**config.mk**
```make
export PLATFORM = sky130hd
export DESIGN_NAME = psad_unit
export DESIGN_NICKNAME = d
export VERILOG_FILES = /design/src/rtl/psad_pkg.sv /design/src/rtl/psad_lane_absdiff.sv /design/src/rtl/psad_sum_tree.sv /design/src/rtl/psad_unit.sv
export SDC_FILE = /design/constraint.sdc
export NUM_CORES = 1
export LEC_CHECK = 0
export ABC_AREA = 0
export BUFFER_PORTS_ARGS = -buffer_cell sky130_fd_sc_hd__buf_2
export CAP_MARGIN = 20
export CELL_PAD_IN_SITES_DETAIL_PLACEMENT = 0
export CELL_PAD_IN_SITES_GLOBAL_PLACEMENT = 1
export CORE_MARGIN = 2
export CORE_UTILIZATION = 42
export CTS_CLUSTER_DIAMETER = 60
export CTS_CLUSTER_SIZE = 24
export DETAILED_ROUTE_END_ITERATION = 6
export GPL_TIMING_DRIVEN = 0
export PLACE_DENSITY = 0.9
export SETUP_SLACK_MARGIN = 0.15
export SLEW_MARGIN = 20
export SYNTH_ARGS = -nofsm -noshare
export SYNTH_HDL_FRONTEND = slang
export SYNTH_SLANG_ARGS = --single-unit
export TNS_END_PERCENT = 1
```
**constraint.sdc**
```tcl
create_clock -name clk -period 5.32 [get_ports clk]
set_input_delay 1.33 -clock clk [delete_from_list [all_inputs] [get_ports clk]]
set_output_delay 1.33 -clock clk [all_outputs]
set_load 0.1 [all_outputs]
```
**src/rtl/psad_pkg.sv**
```systemverilog
package psad_pkg;
  localparam int unsigned PSAD_LANES  = 8;
  localparam int unsigned PSAD_LANE_W = 8;
  localparam int unsigned PSAD_RES_W  = 64;
  localparam int unsigned PSAD_SUM_W  = 16;

  // Largest reachable sum for a given lane count and lane width
  function automatic int unsigned psad_max_sum(input int unsigned lanes,
                                               input int unsigned lane_w);
    return lanes * ((32'd1 << lane_w) - 32'd1);
  endfunction
endpackage

```
**src/rtl/psad_lane_absdiff.sv**
```systemverilog
module psad_lane_absdiff #(
  parameter int unsigned W = 8
) (
  input  logic [W-1:0] a_i,
  input  logic [W-1:0] b_i,
  output logic [W-1:0] diff_o
);
  logic a_ge_b;

  // Larger minus smaller: no signed wraparound involved
  always_comb begin
    a_ge_b = (a_i >= b_i);
    diff_o = a_ge_b ? (a_i - b_i) : (b_i - a_i);
  end

  always_comb begin
    AST_LANE_ZERO_IFF_EQUAL: assert ((diff_o == '0) == (a_i == b_i));
  end
endmodule

```
**src/rtl/psad_sum_tree.sv**
```systemverilog
module psad_sum_tree #(
  parameter int unsigned N     = 8,
  parameter int unsigned IN_W  = 8,
  parameter int unsigned OUT_W = 11
) (
  input  logic [N*IN_W-1:0] terms_i,
  output logic [OUT_W-1:0]  sum_o
);
  logic [OUT_W-1:0] acc [N];

  // Pairwise reduction: stride 1, 2, 4 ... gives log2(N) adder levels
  always_comb begin
    for (int i = 0; i < N; i++) begin
      acc[i] = OUT_W'(terms_i[i*IN_W +: IN_W]);
    end
    for (int s = 1; s < N; s = s * 2) begin
      for (int i = 0; i < N; i = i + 2 * s) begin
        if (i + s < N) begin
          acc[i] = acc[i] + acc[i+s];
        end
      end
    end
    sum_o = acc[0];
  end
endmodule

```
**src/rtl/psad_unit.sv**
```systemverilog
module psad_unit
  import psad_pkg::*;
#(
  parameter int unsigned LANES  = PSAD_LANES,
  parameter int unsigned LANE_W = PSAD_LANE_W,
  parameter int unsigned RES_W  = PSAD_RES_W,
  parameter int unsigned SUM_W  = PSAD_SUM_W
) (
  input  logic                    clk,
  input  logic                    rst,
  input  logic                    in_valid,
  input  logic [LANES*LANE_W-1:0] op_a,
  input  logic [LANES*LANE_W-1:0] op_b,
  output logic                    out_valid,
  output logic [RES_W-1:0]        out_result
);
  localparam int unsigned OP_W   = LANES * LANE_W;
  localparam int unsigned TREE_W = LANE_W + $clog2(LANES);
  localparam int unsigned MAX_SUM = psad_max_sum(LANES, LANE_W);

  logic [OP_W-1:0]   diff_comb;
  logic [OP_W-1:0]   diff_q;
  logic              vld_q1;
  logic [TREE_W-1:0] sum_comb;
  logic [TREE_W-1:0] sum_q;

  // Stage 0: lane split and per-lane absolute difference
  for (genvar k = 0; k < LANES; k++) begin : g_lane
    psad_lane_absdiff #(.W(LANE_W)) u_lane (
      .a_i    (op_a[k*LANE_W +: LANE_W]),
      .b_i    (op_b[k*LANE_W +: LANE_W]),
      .diff_o (diff_comb[k*LANE_W +: LANE_W])
    );
  end

  // Valid chain: the only reset state
  always_ff @(posedge clk) begin
    if (rst) begin
      vld_q1    <= 1'b0;
      out_valid <= 1'b0;
    end else begin
      vld_q1    <= in_valid;
      out_valid <= vld_q1;
    end
  end

  // Data registers carry no reset
  always_ff @(posedge clk) begin
    diff_q <= diff_comb;
    sum_q  <= sum_comb;
  end

  // Stage 1: reduction tree
  psad_sum_tree #(.N(LANES), .IN_W(LANE_W), .OUT_W(TREE_W)) u_tree (
    .terms_i (diff_q),
    .sum_o   (sum_comb)
  );

  // Packing: sum in the low word, everything above cleared
  assign out_result = RES_W'(sum_q);

  AST_FIXED_LATENCY: assert property (@(posedge clk) disable iff (rst)
    in_valid |=> ##1 out_valid);
  AST_NO_SPURIOUS: assert property (@(posedge clk) disable iff (rst)
    !in_valid |=> ##1 !out_valid);
  AST_RESET_FLUSH: assert property (@(posedge clk)
    rst |=> !out_valid);
  AST_SUM_BOUND: assert property (@(posedge clk) disable iff (rst)
    out_valid |-> (out_result[SUM_W-1:0] <= SUM_W'(MAX_SUM)));
  AST_UPPER_CLEAR: assert property (@(posedge clk) disable iff (rst)
    out_valid |-> (out_result[RES_W-1:SUM_W] == '0));
  AST_EQUAL_ZERO: assert property (@(posedge clk) disable iff (rst)
    (in_valid && op_a == op_b) |=> ##1 (out_result == '0));
endmodule

```
==> impl_metrics.csv, run 1 <==
group,metric,value,unit
clock_tree,root_buffer,"clkbuf_16",
final_layout,fin_util,0.496,
final_layout,multiInputGateArea,0.00670,mm2
timing,period_needed,4.05,ns
yosys,ys_ff_latch,77,
final_layout,syn2layout_area_growth,16.9,%
final_layout,seq_area,0.00154,mm2
clock_tree,cts_buffers,9,
timing,period_share,0.762,
global_route,grt_pass1_vias,6988,
final_layout,final_layout_size_suffix_gt1_frac,0.187,
worst_setup_path,end_kind,"flip-flop",
place,place_ws,1.28,ns
yosys,synth-simple-area-share,0.0992,
floorplan,rows,54,
clock_tree,cts.sinks,77,
yosys,synth_top_family_by_area,"adder cells",
clock_tree,postCtsSetupBuffers,0,
global_route,antenna_found_initial,1,
floorplan,core-area,0.0217,mm2
floorplan,die_w,152,um
timing,grt_setup_unrepaired,"no",
routing,drtIter0Drc,297,
final_layout,nets,1601,
worst_setup_path,critical_path_class,"reg2reg",
place,gp_congestion,0.887,
floorplan,die_area,0.0231,mm2
routing,drt_pass1_iterations,5,
final_layout,fin_cells,1554,
yosys,synthMuxAreaShare,0.0565,
routing,vias_per_cell,4.66,
worst_setup_path,cp.required,5.55,ns
place,dp_hpwl,16100,um
routing,drc_errors,0,
timing,clock_skew,0.00639,ns
hold_path,hp-class,"reg2reg",
yosys,syn_area,0.00921,mm2
routing,ant_nets,0,
final_layout,antenna_cells,0,
worst_setup_path,start_kind,"flip-flop",
yosys,synth-seq-area-share,0.167,
routing,wire_per_inst,11.9,um
power_and_ir_drop,p_leak,6.01,nW
place,dp.cells,1539,
worst_setup_path,critPathMaxFanout,3,
timing,tns,0,ns
final_layout,final_common_cell,"inv_1",
clock_tree,postCtsHoldBufs,0,
yosys,synth_xor_area_frac,0.0732,
yosys,async_reset_ff_frac,0,
yosys,synth_fa_ha_area_frac,0.303,
timing,slew_viol_final,0,
timing,slew_headroom,0.641,
worst_setup_path,reg2reg_depth,17,
yosys,synth-main-ff-cell,"dfxtp_1",
timing,final.setup.worst_slack,1.27,ns
clock_tree,cts_buffer_depth,2,
final_layout,mostFrequentLayoutCells,"inv_1, ha_1, buf_2",
global_route,grt_pass1_wl,31500,um
place,placed_area,0.0105,mm2
power_and_ir_drop,power_density,654,mW/mm2
floorplan,die_h,152,um
final_layout,fin_area,0.0108,mm2
yosys,synth_compound_area_frac,0.174,
timing,finalHoldViolCount,0,
routing,num_vias,7248,
floorplan,io_pins,196,
clock_tree,cts_resized,0,
global_route,grt_max_degree,14,
hold_path,whs_path_depth,1,
power_and_ir_drop,peakVddDrop,0.000914,V
routing,drt_wl_total,18600,um
timing,setup_violations,0,
timing,tightest_slew,0.537,ns
clock_tree,path_clk_slew,0.06,ns
yosys,synth_edf_count,0,
yosys,yosysUniqueCellTypes,50,
timing,max_clock_freq,0.247,GHz
final_layout,final.fill_count,2148,
yosys,yosysWarnings,0,
clock_tree,htreeDepth,3,
global_route,track_usage,0.161,
clock_tree,clock_latency,0.34,ns
place,io_buffers,142,
floorplan,initial_core_util,0.425,
global_route,grt_overflow,0,
worst_setup_path,worstPathArrival,4.28,ns
clock_tree,cts_tree,"done",
yosys,synth_cells,1065,
job,max_cap_viol_count,0,
yosys,avgSynthCellArea,8.65,um2
run_status,status,"finished clean",
==> stage by stage <==
stage | hold WS [ns] | power, W
2_1_floorplan | 0.414 | 0.00528
3_3_place_gp | 0.440 | 0.00624
3_5_place_dp | 0.436 | 0.00642
4_1_cts | 0.449 | 0.00707
5_1_grt | 0.457 | 0.00783
6_report | 0.442 | 0.00704
==> metal layers <==
layer | part of all wire | wire length [um] | vias to the layer above | global-route usage
met5 | 0.00059 | 11 | - | 0
met4 | 0.0079 | 147 | 2 | 0.0325
met3 | 0.046 | 846 | 13 | 0.0325
met2 | 0.47 | 8720 | 147 | 0.271
met1 | 0.48 | 8820 | 3230 | 0.214
li1 | - | - | 3856 | -
==> cells in the mapped netlist, drive strengths merged, types with 3 or more instances <==
cell | instances | area [um2]
a21oi | 54 | 270
a21boi | 6 | 45.0
dfxtp | 77 | 1540
inv | 179 | 672
o21ai | 52 | 268
xor2 | 42 | 368
and3 | 7 | 53.8
nand2 | 38 | 143
buf | 63 | 463
a211oi | 5 | 62.6
nor3 | 5 | 25.0
fa | 38 | 761
mux2i | 52 | 521
xnor2 | 35 | 307
and4 | 3 | 27.5
o31a | 4 | 35.0
a31oi | 31 | 254
a221oi | 4 | 35.0
nand4 | 10 | 62.6
a21o | 41 | 312
ha | 162 | 2030
o21a | 15 | 113
nor2b | 30 | 188
nor2 | 35 | 131
nand2b | 24 | 150
a221o | 4 | 40.0
nand3b | 8 | 60.1
o21bai | 7 | 52.6
clkbuf | 8 | 30.0
nand3 | 6 | 30.0
==> final timing paths <==
kind | startpoint | end | slack (ns)
setup / recovery | diff_q[0] | sum_q[9] | 1.27
hold reg to reg | vld_q1 | out_valid | 0.44
setup reg to reg | diff_q[0] | sum_q[9] | 1.27
hold / removal | vld_q1 | out_valid | 0.44
==> state kept, by name (all words and copies together) (netlist names) <==
signal and cells:
out_valid 1, diff_q 64, vld_q1 1, sum_q 11
==> area by class of cell <==
class | instances | share of cell area
buffer | 71 | 0.0458
clock buffer | 10 | 0.0222
clock inverter | 5 | 0.00558
inverter | 179 | 0.0624
multi-input combinational | 790 | 0.622
sequential | 77 | 0.143
tap | 280 | 0.0325
timing repair buffer | 142 | 0.0660
==> worst max-delay path, cell delays in order, from the launching register on <==
cell,delay (ns)
dfxtp_1,0.32
ha_1,0.16
inv_1,0.05
fa_1,0.40
nor2b_1,0.12
o21ai_0,0.10
a21boi_0,0.25
nor2_1,0.12
fa_1,0.50
inv_1,0.06
fa_1,0.53
inv_1,0.04
ha_1,0.32
o21ai_0,0.13
a21boi_0,0.16
o21a_1,0.21
o41a_1,0.33
xor2_1,0.15
==> cell families (layout without fill, tap and decap cells) <==
| logic type | after synthesis | in the layout |
|---|---|---|
| AOI/OAI and AO/OA | 236 | 236 |
| muxes | 52 | 52 |
| other | 1 | 53 |
| and+or+nand+nor | 172 | 172 |
| adders and majority gates | 200 | 200 |
| DFF | 77 | 77 |
| xor gates and xnor gates | 77 | 77 |
| buffers and inverters | 250 | 407 |
==> power by group <==
part           total, W  internal [W]  switching, W
sequential     0.000921      0.000852     0.0000691
clock          0.000610      0.000374      0.000236
combinational   0.00551       0.00224       0.00327
(Power assumes the default switching activity.)
==> run 2: changes to the inputs <==
CORE_UTILIZATION = 38   (was 42)
PLACE_DENSITY = 0.86   (was 0.9)
clock period = 3.6 ns   (was 5.32 ns; I/O delays follow)
==> run 2 against run 1 <==
The flow now finishes with violations (setup timing). Maximum frequency grew 5.0%. Count of clock-buffer cells in the layout grew 2. Clock power grew 36%. Final cell count grew 2.8%. Largest power group unchanged.
==> impl_metrics.csv, run 2 (synthesized netlist as in run 1, its figures left out) <==
group,metric,value,unit
clock_tree,cts_buffers,9,
timing,max_clock_freq,0.259,GHz
routing,drt_pass1_iterations,5,
final_layout,max_flop_register,"diff_q",
timing,finalHoldViolCount,0,
hold_path,hp-class,"reg2reg",
power_and_ir_drop,sw_frac_of_total,0.493,
timing,final.setup.worst_slack,-0.259,ns
global_route,track_usage,0.147,
clock_tree,root_buffer,"clkbuf_16",
timing,setup_violations,4,
job,max_cap_viol_count,0,
floorplan,io_pins,196,
routing,num_vias,7377,
place,gp_congestion,0.844,
worst_setup_path,r2r_start,"diff_q[32]",
routing,drt-met1-wl,9110,um
power_and_ir_drop,p_int,0.00573,W
final_layout,fin_cells,1598,
final_layout,mostFrequentLayoutCells,"inv_1, ha_1, buf_2",
clock_tree,cts_buffer_depth,2,
worst_setup_path,critPathBufInv,2,
clock_tree,clock_latency,0.34,ns
final_layout,syn2layout_area_growth,19.2,%
timing,period_needed,3.86,ns
global_route,antenna_found_initial,2,
routing,wire_per_inst,11.9,um
routing,routed-wl-met3,926,um
power_and_ir_drop,p_clk_frac,0.074,
worst_setup_path,regToRegSetupSlack,-0.26,ns
worst_setup_path,worst_r2r_endpoint,"sum_q[9]",
routing,drt_wl_total,19000,um
worst_setup_path,critPathMaxFanout,3,
routing,ant_nets,0,
global_route,grt_max_degree,14,
power_and_ir_drop,seq_power_share,0.122,
timing,tightest_slew,0.517,ns
worst_setup_path,cp.required,3.83,ns
timing,tns,-0.378,ns
power_and_ir_drop,power.total,0.0113,W
routing,vias_per_cell,4.62,
timing,slew_viol_final,0,
worst_setup_path,crit_path_cell_trace,"ha_4, fa_2, a21o_1, a21oi_2, nor2b_2, o21a_1, nor2_2, xnor2_2, fa_1, inv_1, fa_1, inv_2, ha_4, o21a_1, o41a_1, xor2_1",
final_layout,final_common_cell,"inv_1",
final_layout,fin_area,0.0110,mm2
hold_path,whs_path_depth,1,
floorplan,die_area,0.0255,mm2
worst_setup_path,cpPeakStageDelay,0.53,ns
power_and_ir_drop,power_density,1030,mW/mm2
routing,top_layer,"met5",
floorplan,core-area,0.0236,mm2
final_layout,reg_top3,"diff_q: 64 flops, sum_q: 11 flops",
run_status,status,"finished with violations",
floorplan,initial_core_util,0.390,
power_and_ir_drop,combPwrFrac,0.805,
power_and_ir_drop,peakVddDrop,0.00126,V
final_layout,fin_util,0.465,
routing,route.met2.wl,8790,um
clock_tree,cts_tree,"done",
worst_setup_path,crit_family,"adder cells",
worst_setup_path,worstPathArrival,4.09,ns
final_layout,nets,1604,
global_route,grt_overflow,0,
final_layout,largest_reg_flops,64,
timing,grt_setup_unrepaired,"yes",
worst_setup_path,reg2reg_depth,16,
final_layout,final_layout_size_suffix_gt1_frac,0.214,
timing,slew_headroom,0.654,
power_and_ir_drop,p_sw,0.00558,W
hold_path,min_from,"vld_q1",
place,dp.cells,1578,
worst_setup_path,start_kind,"flip-flop",
place,placed_area,0.0105,mm2
floorplan,rows,56,
routing,drc_errors,0,
clock_tree,cts.sinks,77,
global_route,grt_pass1_wl,31900,um
hold_path,min_to,"out_valid",
floorplan,die_h,160,um
timing,clock_skew,0.00437,ns
routing,drtIter0Drc,247,
floorplan,die_w,160,um
global_route,grt_pass1_vias,7020,
clock_tree,path_clk_slew,0.06,ns
run_status,violations,"setup timing",
worst_setup_path,end_kind,"flip-flop",
place,dp_hpwl,16500,um
timing,period_share,1.07,
worst_setup_path,critPathSlowestCell,"fa_1",
power_and_ir_drop,p_leak,6.03,nW
clock_tree,htreeDepth,3,
worst_setup_path,critical_path_class,"reg2reg",
place,io_buffers,142,
==> run 2: metal layers <==
metal | track usage | vias to the layer above
met4 | 0.0326 | 2
met5 | 0 | -
li1 | - | 3861
met1 | 0.196 | 3333
met3 | 0.0281 | 17
met2 | 0.248 | 164
==> run 2: worst max path at each step <==
stage / depth (start not counted) / start / end / slack (ns)
2_1_floorplan: 16 / diff_q[32] / sum_q[9] / -0.03
3_3_place_gp: 14 / diff_q[1] / sum_q[10] / -0.24
5_1_grt: 16 / diff_q[32] / sum_q[9] / -0.42
3_5_place_dp: 17 / diff_q[0] / sum_q[9] / -0.33
6_report: 16 / diff_q[32] / sum_q[9] / -0.26
4_1_cts: 18 / diff_q[0] / sum_q[9] / -0.24
==> run 2: final cells by class <==
| type | count | area [um2] |
|---|---|---|
| fill | 2371 | 12600 |
| multi-input combinational | 790 | 6850 |
| sequential | 77 | 1550 |
| timing repair buffer | 145 | 733 |
| inverter | 179 | 672 |
| buffer | 71 | 493 |
| tap | 319 | 399 |
| clock buffer | 12 | 246 |
| clock inverter | 4 | 31.3 |
| antenna | 1 | 2.50 |
==> run 2: stage by stage <==
step | worst slack [ns] | hold slack [ns]
2_1_floorplan | -0.0346 | 0.414
3_3_place_gp | -0.242 | 0.435
3_5_place_dp | -0.332 | 0.437
4_1_cts | -0.242 | 0.449
5_1_grt | -0.420 | 0.464
6_report | -0.259 | 0.438
==> run 2: repair_timing <==
action                                  in CTS  in global routing
hold buffers                                 0                  0
pin swaps                                    3                 13
endpoints found under the setup margin       6                  6
setup buffers                                2                  1
gates resized for setup                     13                 20
==> run 2: worst reg2reg max path: stages, from the launching register on <==
cell and delay [ns]:
dfxtp_2 0.33, ha_4 0.16, fa_2 0.38, a21o_1 0.19, a21oi_2 0.19, nor2b_2 0.07, o21a_1 0.18, nor2_2 0.15
xnor2_2 0.09, fa_1 0.53, inv_1 0.05, fa_1 0.52, inv_2 0.05, ha_4 0.25, o21a_1 0.13, o41a_1 0.32
xor2_1 0.15
==> run 2: power by group through the flow <==
stage / Clock (W) / Sequential (W) / Combinational (W)
2_1_floorplan: 0 / 0.00182 / 0.00619
3_3_place_gp: 0 / 0.00139 / 0.00791
3_5_place_dp: 0 / 0.00139 / 0.00815
4_1_cts: 0.000857 / 0.00138 / 0.00832
5_1_grt: 0.000890 / 0.00140 / 0.0103
6_report: 0.000832 / 0.00138 / 0.00910
==> run 3: changes to the inputs <==
CELL_PAD_IN_SITES_DETAIL_PLACEMENT = 2   (was 0)
CELL_PAD_IN_SITES_GLOBAL_PLACEMENT = 2   (was 1)
CORE_UTILIZATION = 31   (was 38)
PLACE_DENSITY = 0.87   (was 0.86)
SYNTH_HIERARCHICAL = 1   (was unset)
==> run 3 against run 2 <==
The run still ends with setup timing left. Worst hold slack better by 0.0026 ns. Final cell count is 2.4% lower. Register-to-register slack worse by 0.08 ns. Maximum frequency is 2.1% lower. Final area is 2.0% lower. Critical endpoint unchanged. First-iteration DRC count is 2.0% lower. Critical path type unchanged.
==> impl_metrics.csv, run 3 <==
group,metric,value,unit
run_status,status,"finished with violations",
run_status,violations,"setup timing",
timing,max_clock_freq,0.254,GHz
global_route,grt_pass1_wl,43500,um
timing,slew_viol_final,0,
yosys,yosysWarnings,6,
routing,vias_per_cell,4.76,
worst_setup_path,cp.required,3.84,ns
floorplan,die_w,172,um
timing,finalHoldViolCount,0,
worst_setup_path,worstPathArrival,4.18,ns
final_layout,fin_area,0.0108,mm2
place,dp_hpwl,23700,um
global_route,track_usage,0.191,
global_route,antenna_found_initial,5,
yosys,syn_area,0.00879,mm2
global_route,grt_max_degree,14,
worst_setup_path,critPathMaxFanout,5,
timing,slew_headroom,0.545,
yosys,synth_top_area_cell,"ha_1",
yosys,synth_edf_count,0,
yosys,yosysTopAreaCellShare,0.186,
yosys,synth_top_cells_by_count,"inv_1, ha_1, dfxtp_1, fa_1, mux2i_1",
global_route,grt_pass1_vias,8266,
final_layout,nets,1498,
worst_setup_path,critical_path_class,"reg2reg",
final_layout,largest_reg_flops,64,
routing,wire_per_inst,20.2,um
timing,period_needed,3.94,ns
clock_tree,root_buffer,"clkbuf_16",
clock_tree,clock_latency,0.35,ns
yosys,synth_cells,963,
place,placed_area,0.0102,mm2
yosys,synth-main-ff-cell,"dfxtp_1",
timing,final.setup.worst_slack,-0.343,ns
timing,period_share,1.10,
routing,ant_nets,0,
clock_tree,htreeDepth,3,
floorplan,core-area,0.0279,mm2
timing,clock_skew,0.00999,ns
clock_tree,path_clk_slew,0.06,ns
floorplan,io_pins,196,
hold_path,hp-class,"reg2reg",
yosys,avgSynthCellArea,9.13,um2
routing,drt_wl_total,31500,um
clock_tree,postCtsHoldBufs,0,
worst_setup_path,end_kind,"flip-flop",
final_layout,reg_top3,"diff_q: 64 flops, sum_q: 11 flops",
job,max_cap_viol_count,0,
floorplan,rows,61,
yosys,yosysMostFrequentCell,"inv_1",
clock_tree,cts.sinks,77,
place,io_buffers,142,
floorplan,die_area,0.0297,mm2
routing,num_vias,7424,
routing,drc_errors,0,
place,place_ws,-0.406,ns
final_layout,mostFrequentLayoutCells,"inv_1, buf_2, ha_1",
yosys,ys_ff_latch,77,
final_layout,fin_util,0.386,
place,gp_congestion,0.823,
timing,tightest_slew,0.683,ns
routing,drtIter0Drc,242,
floorplan,initial_core_util,0.316,
final_layout,max_flop_register,"diff_q",
yosys,synth_area_leaders,"ha_1, dfxtp_1, fa_1",
clock_tree,cts_buffer_depth,2,
yosys,synth-seq-area-share,0.175,
timing,setup_violations,6,
timing,grt_setup_unrepaired,"yes",
worst_setup_path,start_kind,"flip-flop",
final_layout,final_common_cell,"inv_1",
floorplan,die_h,172,um
clock_tree,cts_buffers,9,
yosys,yosysUniqueCellTypes,33,
final_layout,final.fill_count,3137,
global_route,grt_overflow,0,
final_layout,syn2layout_area_growth,22.3,%
routing,drt_pass1_iterations,4,
yosys,async_reset_ff_frac,0,
final_layout,final_layout_size_suffix_gt1_frac,0.256,
clock_tree,cts_tree,"done",
[run 3: cell count changes after synthesis, moves of 14 or more]
cell	delta
clkbuf_1	+16
nand2b_1	-24
o21ai_0	-30
inv_1	+45
ha_1	-31
a211oi_1	+14
o21a_1	-15
xnor2_1	-15
fa_1	+25
nor2_1	-34
a21o_2	+21
nor2b_1	-27
[run 3: cell type report]
| class | instances | area [um2] | share of cell area |
|---|---|---|---|
| Antenna cell | 3 | 7.51 | 0.000698 |
| Buffer | 85 | 578 | 0.0537 |
| Clock buffer | 10 | 239 | 0.0222 |
| Clock inverter | 6 | 109 | 0.0101 |
| Inverter | 224 | 841 | 0.0782 |
| Multi-Input combinational cell | 629 | 6210 | 0.577 |
| Sequential cell | 77 | 1550 | 0.144 |
| Tap cell | 378 | 473 | 0.0440 |
| Timing Repair Buffer | 147 | 748 | 0.0696 |
[run 3: per-layer routing]
metal / share of wire / global-route usage / up-vias / wire length (um)
met3: 0.035 / 0.0307 / 71 / 1090
met2: 0.54 / 0.364 / 191 / 17100
met5: 0.00086 / 0 / - / 27
li1: - / - / 3450 / -
met1: 0.39 / 0.210 / 3708 / 12200
met4: 0.035 / 0.0709 / 4 / 1090
[run 3: worst max-delay path, cell delays in order (launching register included)]
cell	delay, ns
dfxtp_1	0.40
inv_1	0.10
fa_1	0.55
inv_1	0.08
fa_1	0.47
fa_1	0.54
fa_1	0.60
ha_4	0.27
nand3_1	0.15
nand2_4	0.09
a221o_1	0.31
a211o_1	0.28
[run 3: repair_timing]
| action | in CTS | in global routing |
|---|---|---|
| hold endpoints to repair | 0 | 0 |
| endpoints found under the setup margin | 7 | 8 |
| gates resized for setup | 14 | 28 |
| setup buffers | 0 | 5 |
| pin swaps | 5 | 14 |
[run 3: metrics by stage]
step                      instances  TNS [ns]  hold WS [ns]
final                          1559     -1.54         0.441
after CTS                      1551    -0.927         0.446
after detailed placement       1535     -1.37         0.431
after global routing           1559     -1.88         0.455
after global placement         1535    -0.457         0.430
after floorplan                1015         0         0.414
[run 3: worst paths after layout]
kind	start	endpoint	slack [ns]	cells after the start
max	diff_q[29]	sum_q[9]	-0.34	11
min reg2reg	vld_q1	out_valid	0.44	1
min	vld_q1	out_valid	0.44	1
max reg2reg	diff_q[29]	sum_q[9]	-0.34	11
[run 3: logic make-up after synthesis]
logic type / share of synthesized area
AND/OR/NAND/NOR: 0.0518
adder cells (fa/ha/maj): 0.330
other: 0.000427
buffers and inverters: 0.161
flip-flops: 0.175
AO/OA/AOI/OAI: 0.165
XOR/XNOR: 0.0528
multiplexers: 0.0638
Power of run 3 is not shown: default switching activity piles up to over one toggle a cycle in this logic, so the estimate is an artifact.
